`src/rtl/dd_pkg.sv`:
```
package dd_pkg;

  typedef enum logic {SET_INT = 1'b0, SET_FP = 1'b1} reg_set_e;

  // stations of class want_fp requested by an ordered pair (both counted)
  function automatic logic [1:0] class_need(logic a_fp, logic b_fp, logic want_fp);
    return {1'b0, a_fp == want_fp} + {1'b0, b_fp == want_fp};
  endfunction

  // intra-pair forwarding condition for one younger source
  function automatic logic pair_fwd(logic old_on, logic old_dst_on, logic old_fp,
                                    logic young_fp, logic match);
    return old_on & old_dst_on & (old_fp == young_fp) & match;
  endfunction

endpackage

```
`src/rtl/dd_rename_map.sv`:
```
module dd_rename_map #(
  parameter int NUM_REGS = 8,
  parameter int TAG_W    = 4,
  parameter int RD_PORTS = 4,
  localparam int REG_W   = $clog2(NUM_REGS)
) (
  input  logic                             clk,
  input  logic                             rst_n,
  input  logic                             flush,
  input  logic                             wr0_en,
  input  logic [REG_W-1:0]                 wr0_reg,
  input  logic [TAG_W-1:0]                 wr0_tag,
  input  logic                             wr1_en,
  input  logic [REG_W-1:0]                 wr1_reg,
  input  logic [TAG_W-1:0]                 wr1_tag,
  input  logic [RD_PORTS-1:0][REG_W-1:0]   rd_reg,
  output logic [RD_PORTS-1:0]              rd_busy,
  output logic [RD_PORTS-1:0][TAG_W-1:0]   rd_tag
);

  logic [NUM_REGS-1:0]            busy_q;
  logic [NUM_REGS-1:0][TAG_W-1:0] tag_q;

  always_ff @(posedge clk) begin
    if (!rst_n || flush) begin
      busy_q <= '0;
      tag_q  <= '0;
    end else begin
      if (wr0_en) begin
        busy_q[wr0_reg] <= 1'b1;
        tag_q[wr0_reg]  <= wr0_tag;
      end
      if (wr1_en) begin  // younger writer overrides
        busy_q[wr1_reg] <= 1'b1;
        tag_q[wr1_reg]  <= wr1_tag;
      end
    end
  end

  for (genvar p = 0; p < RD_PORTS; p++) begin : g_rd
    assign rd_busy[p] = busy_q[rd_reg[p]];
    assign rd_tag[p]  = busy_q[rd_reg[p]] ? tag_q[rd_reg[p]] : '0;
  end

endmodule

```
`src/rtl/dd_dispatch_gate.sv`:
```
module dd_dispatch_gate
  import dd_pkg::*;
#(
  parameter int RSC_W  = 5,
  parameter int ROBC_W = 5
) (
  input  logic              flush,
  input  logic [1:0]        in_valid,
  input  logic [1:0]        in_fp,
  input  logic [RSC_W-1:0]  rs_free_int,
  input  logic [RSC_W-1:0]  rs_free_fp,
  input  logic [ROBC_W-1:0] rob_free,
  output logic [1:0]        fire
);

  logic [RSC_W-1:0] free0, free1;
  logic [1:0]       need1;

  always_comb begin
    free0 = in_fp[0] ? rs_free_fp : rs_free_int;
    free1 = in_fp[1] ? rs_free_fp : rs_free_int;
    need1 = class_need(in_fp[0], in_fp[1], in_fp[1]);
    fire[0] = in_valid[0] & ~flush & (rob_free >= ROBC_W'(1)) & (free0 >= RSC_W'(1));
    fire[1] = fire[0] & in_valid[1] & (rob_free >= ROBC_W'(2))
            & (free1 >= RSC_W'(need1));
  end

endmodule

```
`src/rtl/dual_dispatch.sv`:
```
module dual_dispatch
  import dd_pkg::*;
#(
  parameter int NUM_REGS  = 8,
  parameter int ROB_DEPTH = 16,
  parameter int RS_MAX    = 16,
  localparam int REG_W    = $clog2(NUM_REGS),
  localparam int TAG_W    = $clog2(ROB_DEPTH),
  localparam int RSC_W    = $clog2(RS_MAX + 1),
  localparam int ROBC_W   = $clog2(ROB_DEPTH + 1)
) (
  input  logic                  clk,
  input  logic                  rst_n,
  input  logic                  flush,
  input  logic [1:0]            in_valid,
  input  logic [1:0]            in_fp,
  input  logic [1:0]            in_has_dst,
  input  logic [1:0][REG_W-1:0] in_dst,
  input  logic [1:0][REG_W-1:0] in_src_a,
  input  logic [1:0][REG_W-1:0] in_src_b,
  input  logic [RSC_W-1:0]      rs_free_int,
  input  logic [RSC_W-1:0]      rs_free_fp,
  input  logic [ROBC_W-1:0]     rob_free,
  input  logic [TAG_W-1:0]      rob_tail,
  output logic [1:0]            disp_fire,
  output logic [1:0][TAG_W-1:0] disp_tag,
  output logic [1:0]            disp_a_ready,
  output logic [1:0][TAG_W-1:0] disp_a_tag,
  output logic [1:0]            disp_b_ready,
  output logic [1:0][TAG_W-1:0] disp_b_tag
);

  localparam int NSETS = 2;
  localparam int NRD   = 4;  // ports: slot0 a, slot0 b, slot1 a, slot1 b

  // named internal events for the checker
  logic [1:0]             fire;
  logic [TAG_W-1:0]       tag0, tag1;
  logic                   pair_same_set;
  logic                   fwd_a1, fwd_b1;

  logic [NRD-1:0][REG_W-1:0]            rd_reg;
  logic [NSETS-1:0][NRD-1:0]            map_busy;
  logic [NSETS-1:0][NRD-1:0][TAG_W-1:0] map_tag;

  dd_dispatch_gate #(.RSC_W(RSC_W), .ROBC_W(ROBC_W)) u_gate (
    .flush(flush), .in_valid(in_valid), .in_fp(in_fp),
    .rs_free_int(rs_free_int), .rs_free_fp(rs_free_fp),
    .rob_free(rob_free), .fire(fire)
  );

  assign tag0          = rob_tail;
  assign tag1          = rob_tail + TAG_W'(1);
  assign pair_same_set = (in_fp[0] == in_fp[1]);
  assign rd_reg        = {in_src_b[1], in_src_a[1], in_src_b[0], in_src_a[0]};

  for (genvar s = 0; s < NSETS; s++) begin : g_set
    dd_rename_map #(.NUM_REGS(NUM_REGS), .TAG_W(TAG_W), .RD_PORTS(NRD)) u_map (
      .clk(clk), .rst_n(rst_n), .flush(flush),
      .wr0_en (fire[0] & in_has_dst[0] & (in_fp[0] == 1'(s))),
      .wr0_reg(in_dst[0]), .wr0_tag(tag0),
      .wr1_en (fire[1] & in_has_dst[1] & (in_fp[1] == 1'(s))),
      .wr1_reg(in_dst[1]), .wr1_tag(tag1),
      .rd_reg (rd_reg), .rd_busy(map_busy[s]), .rd_tag(map_tag[s])
    );
  end

  assign fwd_a1 = pair_fwd(in_valid[0], in_has_dst[0], in_fp[0], in_fp[1],
                           in_src_a[1] == in_dst[0]);
  assign fwd_b1 = pair_fwd(in_valid[0], in_has_dst[0], in_fp[0], in_fp[1],
                           in_src_b[1] == in_dst[0]);

  always_comb begin
    disp_fire = fire;
    disp_tag  = {tag1, tag0};
    // slot 0: map of its own set
    disp_a_ready[0] = ~map_busy[in_fp[0]][0];
    disp_a_tag[0]   = map_tag[in_fp[0]][0];
    disp_b_ready[0] = ~map_busy[in_fp[0]][1];
    disp_b_tag[0]   = map_tag[in_fp[0]][1];
    // slot 1: older slot's new tag beats the map
    disp_a_ready[1] = fwd_a1 ? 1'b0 : ~map_busy[in_fp[1]][2];
    disp_a_tag[1]   = fwd_a1 ? tag0 : map_tag[in_fp[1]][2];
    disp_b_ready[1] = fwd_b1 ? 1'b0 : ~map_busy[in_fp[1]][3];
    disp_b_tag[1]   = fwd_b1 ? tag0 : map_tag[in_fp[1]][3];
  end

endmodule

```
`config.mk`:
```
export PLATFORM = sky130hd
export DESIGN_NAME = dual_dispatch
export DESIGN_NICKNAME = d
export VERILOG_FILES = /design/src/rtl/dd_pkg.sv /design/src/rtl/dd_rename_map.sv /design/src/rtl/dd_dispatch_gate.sv /design/src/rtl/dual_dispatch.sv
export SDC_FILE = /design/constraint.sdc
export NUM_CORES = 1
export LEC_CHECK = 0
export BUFFER_PORTS_ARGS = -buffer_cell sky130_fd_sc_hd__buf_4
export CORE_MARGIN = 2
export CORE_UTILIZATION = 53
export CTS_CLUSTER_DIAMETER = 30
export CTS_CLUSTER_SIZE = 28
export DETAILED_ROUTE_END_ITERATION = 7
export PLACE_DENSITY = 0.84
export SLEW_MARGIN = 5
export SYNTH_ARGS = -nofsm -noshare
export SYNTH_HDL_FRONTEND = slang
export SYNTH_HIERARCHICAL = 1
export SYNTH_SLANG_ARGS = --single-unit
```
`constraint.sdc`:
```
create_clock -name clk -period 3.75 [get_ports clk]
set_clock_uncertainty 0.05 [all_clocks]
set_input_delay 0.9375 -clock clk [delete_from_list [all_inputs] [get_ports clk]]
set_output_delay 0.9375 -clock clk [all_outputs]
set_load 0.1 [all_outputs]
```
# --- Yosys cells after proc, flatten, opt, wreduce, memory -nomap -nowiden ---
# Index checks and enable logic that the tools add are counted.
op_classes:
  add_sub_neg: 2
  order_cmp: 14
  eq_ne: 3
  n_mux: 78
  bitwise: 27
  reduce_logical: 4
ops:
  columns: ["op", "count"]
  rows:
  - ["2-to-1 mux 32 bit", 6]
  - ["bitwise mux 32 bit", 4]
  - ["binary-select mux 4 bit (select 3 bit)", 8]
  - ["2-to-1 mux 4 bit", 22]
  - ["2-to-1 mux 8 bit", 8]
  - ["2-to-1 mux 16 bit", 2]
  - ["OR 8 bit", 4]
  - ["binary-select mux 1 bit (select 3 bit)", 8]
  - ["demux 4 bit (select 3 bit)", 2]
  - ["less-than comparator 3 x 4 -> 1 bit, second input constant", 6]
  - ["AND 1 bit", 16]
  - ["2-to-1 mux 1 bit", 12]
  - [">= comparator 5 x 1 -> 1 bit, second input constant", 2]
  - ["2-to-1 mux 5 bit", 2]
  - ["inverter 1 bit", 7]
  - ["demux 1 bit (select 3 bit)", 2]
  - ["equality test 3 bit", 2]
  - [">= comparator 3 x 1 -> 1 bit, second input constant", 2]
  - [">= comparator 5 x 2 -> 1 bit", 1]
  - [">= comparator 5 x 2 -> 1 bit, second input constant", 1]
  - ["adder 4 x 1 -> 4 bit, second input constant", 1]
  - ["less-than comparator 1 x 2 -> 1 bit, second input constant", 2]
  - ["2-to-1 mux 2 bit", 2]
  - ["adder 1 x 1 -> 2 bit, second input constant", 1]
  - ["4 further kinds", 5]
totals:
  reg_bits: 80
  inputBits: 46
  output_inout_bits: 30
  elab_cells: 146

# --- Logic depth before layout (Yosys ltp) ---
# Gate-level depths: netlist of run 1.
logic_depth:
  ltp_word: 10
  ltp_mapped: 12
  ltp_nobuf: 10

# --- By module ---
# Netlist of run 1, hierarchy kept.
by_module_without_submodules:
  columns: ["mod", "n_inst", "cells_each", "area_each_um2", "seq_area_each_um2"]
  rows:
  - ["dd_rename_map", 2, 285, 3076.7, 800.8]
  - ["dual_dispatch", 1, 57, 539.3, 0.0]
  - ["dd_dispatch_gate", 1, 18, 151.4, 0.0]

# --- Worst setup path after synthesis of run 1 ---
# No wires, ideal clock.
synth_timing:
  path_type: "input -> register"
  startpoint: "input port in_fp[0]"
  endpoint: "register g_set[1].u_map/tag_q[3] (netlist name)"
  t_arrival_ns: 5.746
  path_slack_ns: -2.170
  path_stages: 9
  path_buffers: 2
  cell_sequence: "nor3b_1 > a211oi_1 > and4_1 > and3_1 > buf_2 > or4b_4 > buf_6 > o21ai_1 > a21oi_1"
synth_between:
  elab_chain_len: 9
synth_rtl:
  columns: ["item", "line_no", "text"]
  rows:
  - ["from (decl)", "dual_dispatch.sv:16", "input logic [1:0] in_fp,"]
  - ["2-to-1 mux 5 bit", "dd_dispatch_gate.sv:20", "free0 = in_fp[0] ? rs_free_fp : rs_free_int;"]
  - [">= comparator 5 x 1 -> 1 bit", "dd_dispatch_gate.sv:23", "fire[0] = in_valid[0] & ~flush & (rob_free >= ROBC_W'(1)) & (free0 >= RSC_W'(1));"]
  - ["AND 1 bit", "dd_dispatch_gate.sv:23", null]
  - ["via disp_fire[0]", "dual_dispatch.sv:25", "output logic [1:0] disp_fire,"]
  - ["AND 1 bit (2 in series)", "dd_dispatch_gate.sv:24", "fire[1] = fire[0] & in_valid[1] & (rob_free >= ROBC_W'(2))"]
  - ["AND 1 bit", "dd_dispatch_gate.sv:25", "& (free1 >= RSC_W'(need1));"]
  - ["via disp_fire[1]", "dual_dispatch.sv:25", null]
  - ["AND 1 bit (2 in series)", "dual_dispatch.sv:62", ".wr1_en (fire[1] & in_has_dst[1] & (in_fp[1] == 1'(s))),"]
  - ["2-to-1 mux 32 bit", "dd_rename_map.sv:33", "if (wr1_en) begin"]
  - ["to (signal, indexed assignment)", "dd_rename_map.sv:31", "tag_q[wr0_reg] <= wr0_tag;"]
  - ["to (signal, indexed assignment)", "dd_rename_map.sv:35", "tag_q[wr1_reg] <= wr1_tag;"]
  - ["to (decl)", "dd_rename_map.sv:22", "logic [NUM_REGS-1:0][TAG_W-1:0] tag_q;"]
# The timed path passes the listed nets, and every way through them passes these cells. The select of a mux whose other input is x is not followed.
# A chain may end at the register's enable or synchronous reset.

==> results.txt, run 1 <==
fraction of layout cells with a size suffix above 1: 38.8%
critical path class: primary input to primary output
compound-gate portion of the synthesized area: 10.5%
crit end category: primary output
Avg WL per Cell: 24.6 µm
Hold Path Class: flop to flop
Placement Cell Area: 0.00772 mm²
via count: 6106
WHS Path Cells: 2
Net Count, Synth: 694
count of max-cap constraint violations: 0
die area: 0.0138 mm²
number of enable flip-flop cells after synthesis: 0
crit path launch type: primary input
Clk pin slew, worst setup/hold paths: 0.06 ns
Unique masters post-synth: 42
Die W: 118 µm
post-synthesis cell area: 0.00684 mm²
I/O pin count: 76
register area share after synthesis: 23.4%
Worst VDD drop: 0.179 mV
top-area cell type share of the netlist area: 26.3%
Pins Over Slew Limit: 0
post-route cell area: 0.00827 mm²
Root Driver: clkbuf_16
DRT iter0 DRCs: 722
Die H: 118 µm
setup ws final: 0.00967 ns
adder-cell area share of the yosys netlist: 0.548%
Gate Count Post-Synth: 645
Synth area leaders: mux4_2, dfxtp_1, mux2i_1, a21oi_1, o21ai_0
Main synth FF type: dfxtp_1
Remaining Overflow, GRT: 0
r2r worst-path depth: 2
Syn-to-layout area delta: 20.9%
port bufs: 75
Hold-fix buffers, CTS: 0
Final HPWL DP: 16.1 mm
Synth area leader: mux4_2
largest net degree at the start of global routing: 33
first-pass GRT wire length: 34.4 mm
H-tree lvl count: 3
Req. time, crit path: 2.76 ns
count of final setup violators: 0
Rel. slew slack: 54.9%
status: complete, no violations
Hold Vio Cnt, Final: 0
clk buf depth: 2
Avg Vias per Cell: 6.91
Simple-Gate Fraction of Synth Area: 10.8%
drt drc: 0
pwr/cell area: 271 mW/mm²
# rows: 41
DRT Pass-1 Iters: 5
nets@finish: 756
largest family of logic cells by synthesized area: multiplexers
initial antenna violation count: 0
Routed Antenna Nets: 0
slew of the pin with the lowest slew margin: 0.676 ns
layout filler cell count: 950
min Tclk post-route: 3.74 ns
Routed WL: 21.7 mm
CTS buffer count: 9
Power Total: 0.00224 W
Async S/R FF share, synth: 0%
Worst Path Arrival: 2.75 ns
RePlAce Congestion: 0.955
clk sinks: 80
Yosys reg bits: 80
Core Footprint: 0.0126 mm²
worst skew pair latency: 0.34 ns
Ys Warns: 6
# diodes: 0
all-layer global routing usage: 31.9%
starting density of the core: 54.2%
Hold Slack: 0.476 ns
Worst Path Max Fanout: 7
Syn Area/Cell: 10.6 µm²
Max Freq: 267 MHz
leak pwr: 3.07 nW
TritonCTS clock tree: yes
number of global-route vias before repair: 6013
Final Cycle Share: 99.7%
Synth Area in XOR/XNOR: 1.28%
pre-CTS setup slack: -0.0850 ns
post-synthesis mux area share: 46.7%
report_power, final:
part           switching [W]  internal [W]
clock               0.000352      0.000600
combinational       0.000263      0.000168
sequential        0.00000368      0.000852
cells by family after synthesis:
| kind of cell | Yosys count |
|---|---|
| AOI/OAI and AO/OA | 140 |
| adders and majority gates | 3 |
| and+or+nand+nor | 105 |
| DFF | 80 |
| muxes | 214 |
| xor gates and xnor gates | 10 |
| buffers and inverters | 93 |
layer usage:
metal | track usage, % | routed length (µm) | vias to the layer above
li1 | - | - | 2619
met1 | 39.9 | 7800 | 2927
met2 | 52.0 | 10300 | 475
met3 | 9.25 | 2750 | 85
met4 | 12.6 | 906 | 0
met5 | 0 | 0 | -
synthesized netlist by cell type, types with 4 or more instances:
master,instances
nand4b_1,12
nand4_1,4
mux2i_1,105
mux4_2,80
mux2_1,7
a21oi_1,65
a31oi_1,8
clkbuf_1,30
xnor2_1,8
nor4bb_1,6
o21ai_0,56
o21ai_1,9
nor2_1,40
nor3b_1,9
dfxtp_1,80
nand4bb_1,6
mux2i_2,8
buf_4,12
mux2_2,14
buf_2,28
buf_6,4
inv_1,17
what timing repair did:
item | in CTS | in global routing
pin swaps | 0 | 1
gates resized for setup | 20 | 15
endpoints found under the setup margin | 6 | 6
cloned | 3 | 0
setup buffers | 1 | 0
registers in the layout (all words and copies together), names as in the netlist:
name,flops
g_set.u_map/tag_q,64
g_set.u_map/busy_q,16
cell usage in the layout (no fill, tap or decap), types with 3 or more instances in the layout:
master and instances:
a21oi_1 65, nand4b_1 12, mux2_4 5, o21ai_1 9, nand4_1 4, buf_16 3
buf_4 113, mux2i_4 7, o21ai_0 56, mux2i_1 99, dfxtp_1 80, buf_12 8
inv_1 17, nand2b_1 3, clkbuf_16 9, mux4_2 80, nor2b_1 3, ha_1 3
a31oi_1 8, nor3b_1 7, nor4bb_1 6, mux2_2 15, xnor2_1 7, mux2i_2 7
nand4bb_1 6, nor2_1 40
critical path: stages:
cell     delay (ns)
buf_8          0.12
buf_16         0.14
mux4_2         0.52
mux2i_1        0.18
nor2_1         0.06
mux2_2         0.30
mux2_2         0.31
buf_12         0.17
path summary, 6_finish.rpt:
kind	startpoint	end	slack, ns
min reg2reg	g_set[1].u_map/busy_q[7]$_SDFF_PP0_	g_set[1].u_map/busy_q[7]$_SDFF_PP0_	0.48
min	g_set[1].u_map/busy_q[7]$_SDFF_PP0_	g_set[1].u_map/busy_q[7]$_SDFF_PP0_	0.48
max	in_src_b[3]	disp_b_tag[7]	0.01
max reg2reg	g_set[1].u_map/tag_q[0]$_SDFF_PP0_	g_set[1].u_map/tag_q[0]$_SDFF_PP0_	2.87
stage by stage:
stage | setup TNS [ns] | util, % | std cells
5_1_grt | -0.0327 | 65.5 | 884
2_1_floorplan | -1.11 | - | 645
6_report | 0 | 65.5 | 884
4_1_cts | 0 | 65.1 | 884
3_3_place_gp | -0.105 | 61.1 | 864
3_5_place_dp | -0.292 | 61.1 | 864
final cells by class:
cell class | instances | area [µm²] | area share [%]
Multi-Input combinational cell | 472 | 4940 | 59.7
Clock inverter | 5 | 80.1 | 0.968
Inverter | 17 | 63.8 | 0.771
Sequential cell | 80 | 1600 | 19.4
Timing Repair Buffer | 127 | 1130 | 13.6
Clock buffer | 11 | 243 | 2.93
Tap cell | 172 | 215 | 2.60
Note: power is estimated with default switching activity, not from simulation.
==> inputs of run 2 (changes only) <==
clock period = 4.3 ns   (was 3.75 ns; I/O delays follow)
==> results.txt, run 2 (synthesis results as in run 1) <==
Worst Setup EP: disp_b_tag[5]
Avg WL per Cell: 25.0 µm
setup TNS: 0 ns
DRT Pass-1 Iters: 5
Setup crit start: in_src_b[3]
Worst Path Arrival: 3.13 ns
number of global-route vias before repair: 5974
Die W: 118 µm
nets@finish: 731
port bufs: 75
Worst VDD drop: 0.145 mV
Avg Vias per Cell: 7.06
Reg-to-Reg End: g_set[0].u_map/tag_q[1]$_SDFF_PP0_
Post-CTS Setup Bufs: 0
worst skew pair latency: 0.34 ns
Final Cycle Share: 99.0%
starting density of the core: 54.2%
fraction of layout cells with a size suffix above 1: 34.1%
Final HPWL DP: 15.5 mm
layout filler cell count: 985
Die H: 118 µm
via count: 6064
Hold Vio Cnt, Final: 0
first-pass GRT wire length: 33.7 mm
slew of the pin with the lowest slew margin: 0.637 ns
Syn-to-layout area delta: 13.8%
Rel. slew slack: 57.5%
H-tree lvl count: 3
largest net degree at the start of global routing: 33
pwr/cell area: 245 mW/mm²
TritonCTS clock tree: yes
Largest Register: g_set.u_map/tag_q
r2r worst-path depth: 2
Hold Slack: 0.477 ns
crit path launch type: primary input
crit end category: primary output
Root Driver: clkbuf_16
critical path class: primary input to primary output
min Tclk post-route: 4.26 ns
flip-flop count of the largest register after layout: 64
Clk pin slew, worst setup/hold paths: 0.06 ns
most frequent cells in the layout: mux2i_1, buf_4, mux4_2, dfxtp_1, a21oi_1
Remaining Overflow, GRT: 0
# rows: 41
Largest regs: g_set.u_map/tag_q: 64 flops, g_set.u_map/busy_q: 16 flops
# diodes: 0
I/O pin count: 76
all-layer global routing usage: 30.9%
RePlAce Congestion: 0.961
Reg2Reg Setup Slack: 3.36 ns
Routed WL: 21.5 mm
R2R Path Start: g_set[0].u_map/tag_q[1]$_SDFF_PP0_
drt drc: 0
Req. time, crit path: 3.17 ns
DRT iter0 DRCs: 979
Pins Over Slew Limit: 0
die area: 0.0138 mm²
count of max-cap constraint violations: 0
Core Footprint: 0.0126 mm²
status: complete, no violations
Worst Path Max Fanout: 8
clk sinks: 80
Max Freq: 235 MHz
count of final setup violators: 0
Hold Path Class: flop to flop
Routed Antenna Nets: 0
initial antenna violation count: 0
leak pwr: 2.88 nW
CTS buffer count: 9
clk buf depth: 2
-- run 2: cell types whose count changed in the layout (fill, tap and decap cells not counted), moves of 3 or more --
cell	before	now
mux2_4	5	0
mux2_1	1	7
buf_4	113	101
mux2i_4	7	1
mux2i_2	7	11
buf_16	3	0
buf_12	8	0
-- run 2: routing by layer --
layer	wire (µm)	vias up	GRT usage, %
met4	711	0	12.7
met2	10100	503	48.3
met5	0	-	0
met1	7740	2927	40.1
li1	-	2565	-
met3	2930	69	9.21
-- run 2: power breakdown --
part | leakage (nW) | internal, W | switching [W] | total, W
clock | 0.154 | 0.000524 | 0.000295 | 0.000819
combinational | 2.08 | 0.000124 | 0.000221 | 0.000345
sequential | 0.644 | 0.000743 | 0.00000318 | 0.000747
-- run 2: critical path, cell delays in order --
cell and delay, ns:
buf_4 0.14, buf_4 0.23, mux4_2 0.34, mux2i_2 0.41
nor2_1 0.10, mux2_2 0.29, mux2_1 0.30, buf_4 0.24
-- run 2: layout make-up --
cell class / instances / area (µm²) / area share [%]
Clock buffer: 13 / 250 / 3.21
Sequential cell: 80 / 1600 / 20.6
Tap cell: 172 / 215 / 2.76
Multi-Input combinational cell: 472 / 4820 / 61.9
Inverter: 17 / 63.8 / 0.820
Timing Repair Buffer: 102 / 769 / 9.88
Clock inverter: 3 / 65.1 / 0.836
-- run 2: repair_timing --
action,in CTS,in global routing
hold buffers,0,0
setup endpoints to repair,0,3
hold endpoints to repair,0,0
resized for setup,0,2
-- run 2: worst min path at each step --
stage / start / to / slack [ns] / depth (start not counted)
final: g_set[0].u_map/busy_q[3]$_SDFF_PP0_ / g_set[0].u_map/busy_q[3]$_SDFF_PP0_ / 0.48 / 2
after CTS: g_set[0].u_map/busy_q[3]$_SDFF_PP0_ / g_set[0].u_map/busy_q[3]$_SDFF_PP0_ / 0.46 / 2
after global placement: g_set[0].u_map/busy_q[3]$_SDFF_PP0_ / g_set[0].u_map/busy_q[3]$_SDFF_PP0_ / 0.44 / 2
after floorplan: g_set[0].u_map/busy_q[3]$_SDFF_PP0_ / g_set[0].u_map/busy_q[3]$_SDFF_PP0_ / 0.42 / 2
after global routing: g_set[0].u_map/busy_q[3]$_SDFF_PP0_ / g_set[0].u_map/busy_q[3]$_SDFF_PP0_ / 0.48 / 2
after detailed placement: g_set[0].u_map/busy_q[3]$_SDFF_PP0_ / g_set[0].u_map/busy_q[3]$_SDFF_PP0_ / 0.45 / 2
-- run 2: metrics by stage --
| step | cell area [µm²] | util (%) | power [W] | instances | setup slack [ns] |
|---|---|---|---|---|---|
| finish | 7790 | 61.7 | 0.00191 | 859 | 0.0420 |
| global route | 7790 | 61.7 | 0.00197 | 859 | -0.0104 |
| CTS | 7770 | 61.6 | 0.00191 | 859 | 0.0639 |
| detailed placement | 7460 | 59.1 | 0.00110 | 843 | 0.0707 |
| global placement | 7460 | 59.1 | 0.00109 | 843 | 0.106 |
| floorplan | 6870 | - | 0.00100 | 645 | 0.00297 |
==> inputs of run 3 (changes only) <==
CORE_ASPECT_RATIO = 1.25   (was default)
==> results.txt, run 3 (synthesis results as in run 1) <==
flip-flop count of the largest register after layout: 64
H-tree lvl count: 3
crit path launch type: primary input
Routed Antenna Nets: 0
# diodes: 0
CP Buf/Inv Count: 3
Largest Register: g_set.u_map/tag_q
Final HPWL DP: 15.7 mm
CTS buffer count: 9
Syn-to-layout area delta: 13.6%
Avg Vias per Cell: 7.18
multi-input logic area: 0.00481 mm²
fraction of layout cells with a size suffix above 1: 34.2%
initial antenna violation count: 0
Clk pin slew, worst setup/hold paths: 0.06 ns
Remaining Overflow, GRT: 0
setup TNS: 0 ns
critical path class: primary input to primary output
all-layer global routing usage: 32.8%
post-CTS resize count: 0
Req. time, crit path: 3.17 ns
Worst Path Arrival: 3.13 ns
via count: 6121
Hold Slack: 0.466 ns
Worst Path Max Fanout: 8
number of global-route vias before repair: 6245
min Tclk post-route: 4.25 ns
pwr/cell area: 239 mW/mm²
RSZ-0062 raised after global routing: no
Core Footprint: 0.0127 mm²
Pins Over Slew Limit: 0
TritonCTS clock tree: yes
Register Area: 0.00160 mm²
Largest regs: g_set.u_map/tag_q: 64 flops, g_set.u_map/busy_q: 16 flops
Hold Path Class: flop to flop
leak pwr: 2.87 nW
largest net degree at the start of global routing: 33
Worst VDD drop: 0.209 mV
commonest non-fill, non-tap cell in the layout: mux2i_1
starting density of the core: 54.1%
clk sinks: 80
most used cell, CP: buf_4
Hold Vio Cnt, Final: 0
Die H: 131 µm
Root Driver: clkbuf_16
count of final setup violators: 0
Crit path largest cell delay: 0.51 ns
DRT iter0 DRCs: 629
Die W: 106 µm
most frequent cells in the layout: mux2i_1, buf_4, mux4_2, dfxtp_1, a21oi_1
family with the most delay on the worst path: multiplexers
status: complete, no violations
CP cell instances: buf_4 -> buf_4 -> mux4_2 -> mux2i_1 -> nor2_1 -> mux2_2 -> mux2_1 -> buf_4
I/O pin count: 76
Power Total: 0.00186 W
# rows: 46
Rel. slew slack: 54.4%
Routed WL: 22.4 mm
critical path's slowest cell: mux4_2
first-pass GRT wire length: 34.3 mm
drt drc: 0
RePlAce Congestion: 0.952
slew of the pin with the lowest slew margin: 0.684 ns
nets@finish: 729
worst skew pair latency: 0.33 ns
layout filler cell count: 1008
Hold-fix buffers, CTS: 0
crit end category: primary output
Post-CTS Setup Bufs: 0
Max Freq: 235 MHz
die area: 0.0138 mm²
port bufs: 75
count of max-cap constraint violations: 0
DRT Pass-1 Iters: 5
Avg WL per Cell: 26.3 µm
clk buf depth: 2
Final Cycle Share: 98.9%
-- run 3: cell count changes in the layout (fill, tap and decap cells not counted), sizes merged --
cell	before	now
bufinv	2	1
buf	102	100
clkinv	1	3
clkbuf	13	10
clkinvlp	0	2
-- run 3: worst paths after layout --
check,from,endpoint,slack (ns),cells after the start
max,in_src_b[3],disp_b_tag[5],0.05,8
min,g_set[0].u_map/busy_q[5]$_SDFF_PP0_,g_set[0].u_map/busy_q[5]$_SDFF_PP0_,0.47,2
max reg2reg,g_set[1].u_map/busy_q[0]$_SDFF_PP0_,g_set[1].u_map/busy_q[0]$_SDFF_PP0_,3.39,2
min reg2reg,g_set[0].u_map/busy_q[5]$_SDFF_PP0_,g_set[0].u_map/busy_q[5]$_SDFF_PP0_,0.47,2
-- run 3: layout make-up --
cell class,instances,area share (%)
repair buffers,100,10.3
clock buffers,10,2.94
well taps,168,2.70
multi-input cells,472,61.9
inverters,17,0.820
flip-flops and latches,80,20.6
clock inverters,6,0.772
-- run 3: per-stage QoR --
stage	area (µm²)	setup WS, ns	instances	utilization [%]
2_1_floorplan	6870	0.00297	645	-
5_1_grt	7780	0.00675	853	61.4
4_1_cts	7780	0.0708	853	61.4
6_report	7780	0.0476	853	61.4
3_3_place_gp	7490	0.0894	837	59.1
3_5_place_dp	7490	0.0785	837	59.1
-- run 3: where the power goes --
| part | leakage (nW) | total [W] | switching [W] | internal, W |
|---|---|---|---|---|
| clock network | 0.138 | 0.000763 | 0.000316 | 0.000447 |
| logic | 2.09 | 0.000353 | 0.000226 | 0.000127 |
| registers | 0.644 | 0.000746 | 0.00000321 | 0.000743 |
| total | 2.87 | 0.00186 | 0.000545 | 0.00132 |
-- run 3: tightest hold or removal path, stage by stage, from the launching register on --
cell	delay, ns
dfxtp_1	0.34
inv_1	0.06
a31oi_1	0.06
-- run 3: routing by layer --
metal / GRT usage (%) / vias up / share of wire, %
met2: 55.1 / 510 / 47
met1: 37.3 / 2916 / 35
met4: 19.0 / 0 / 5.6
li1: - / 2558 / -
met5: 0 / - / 0
met3: 9.89 / 137 / 12
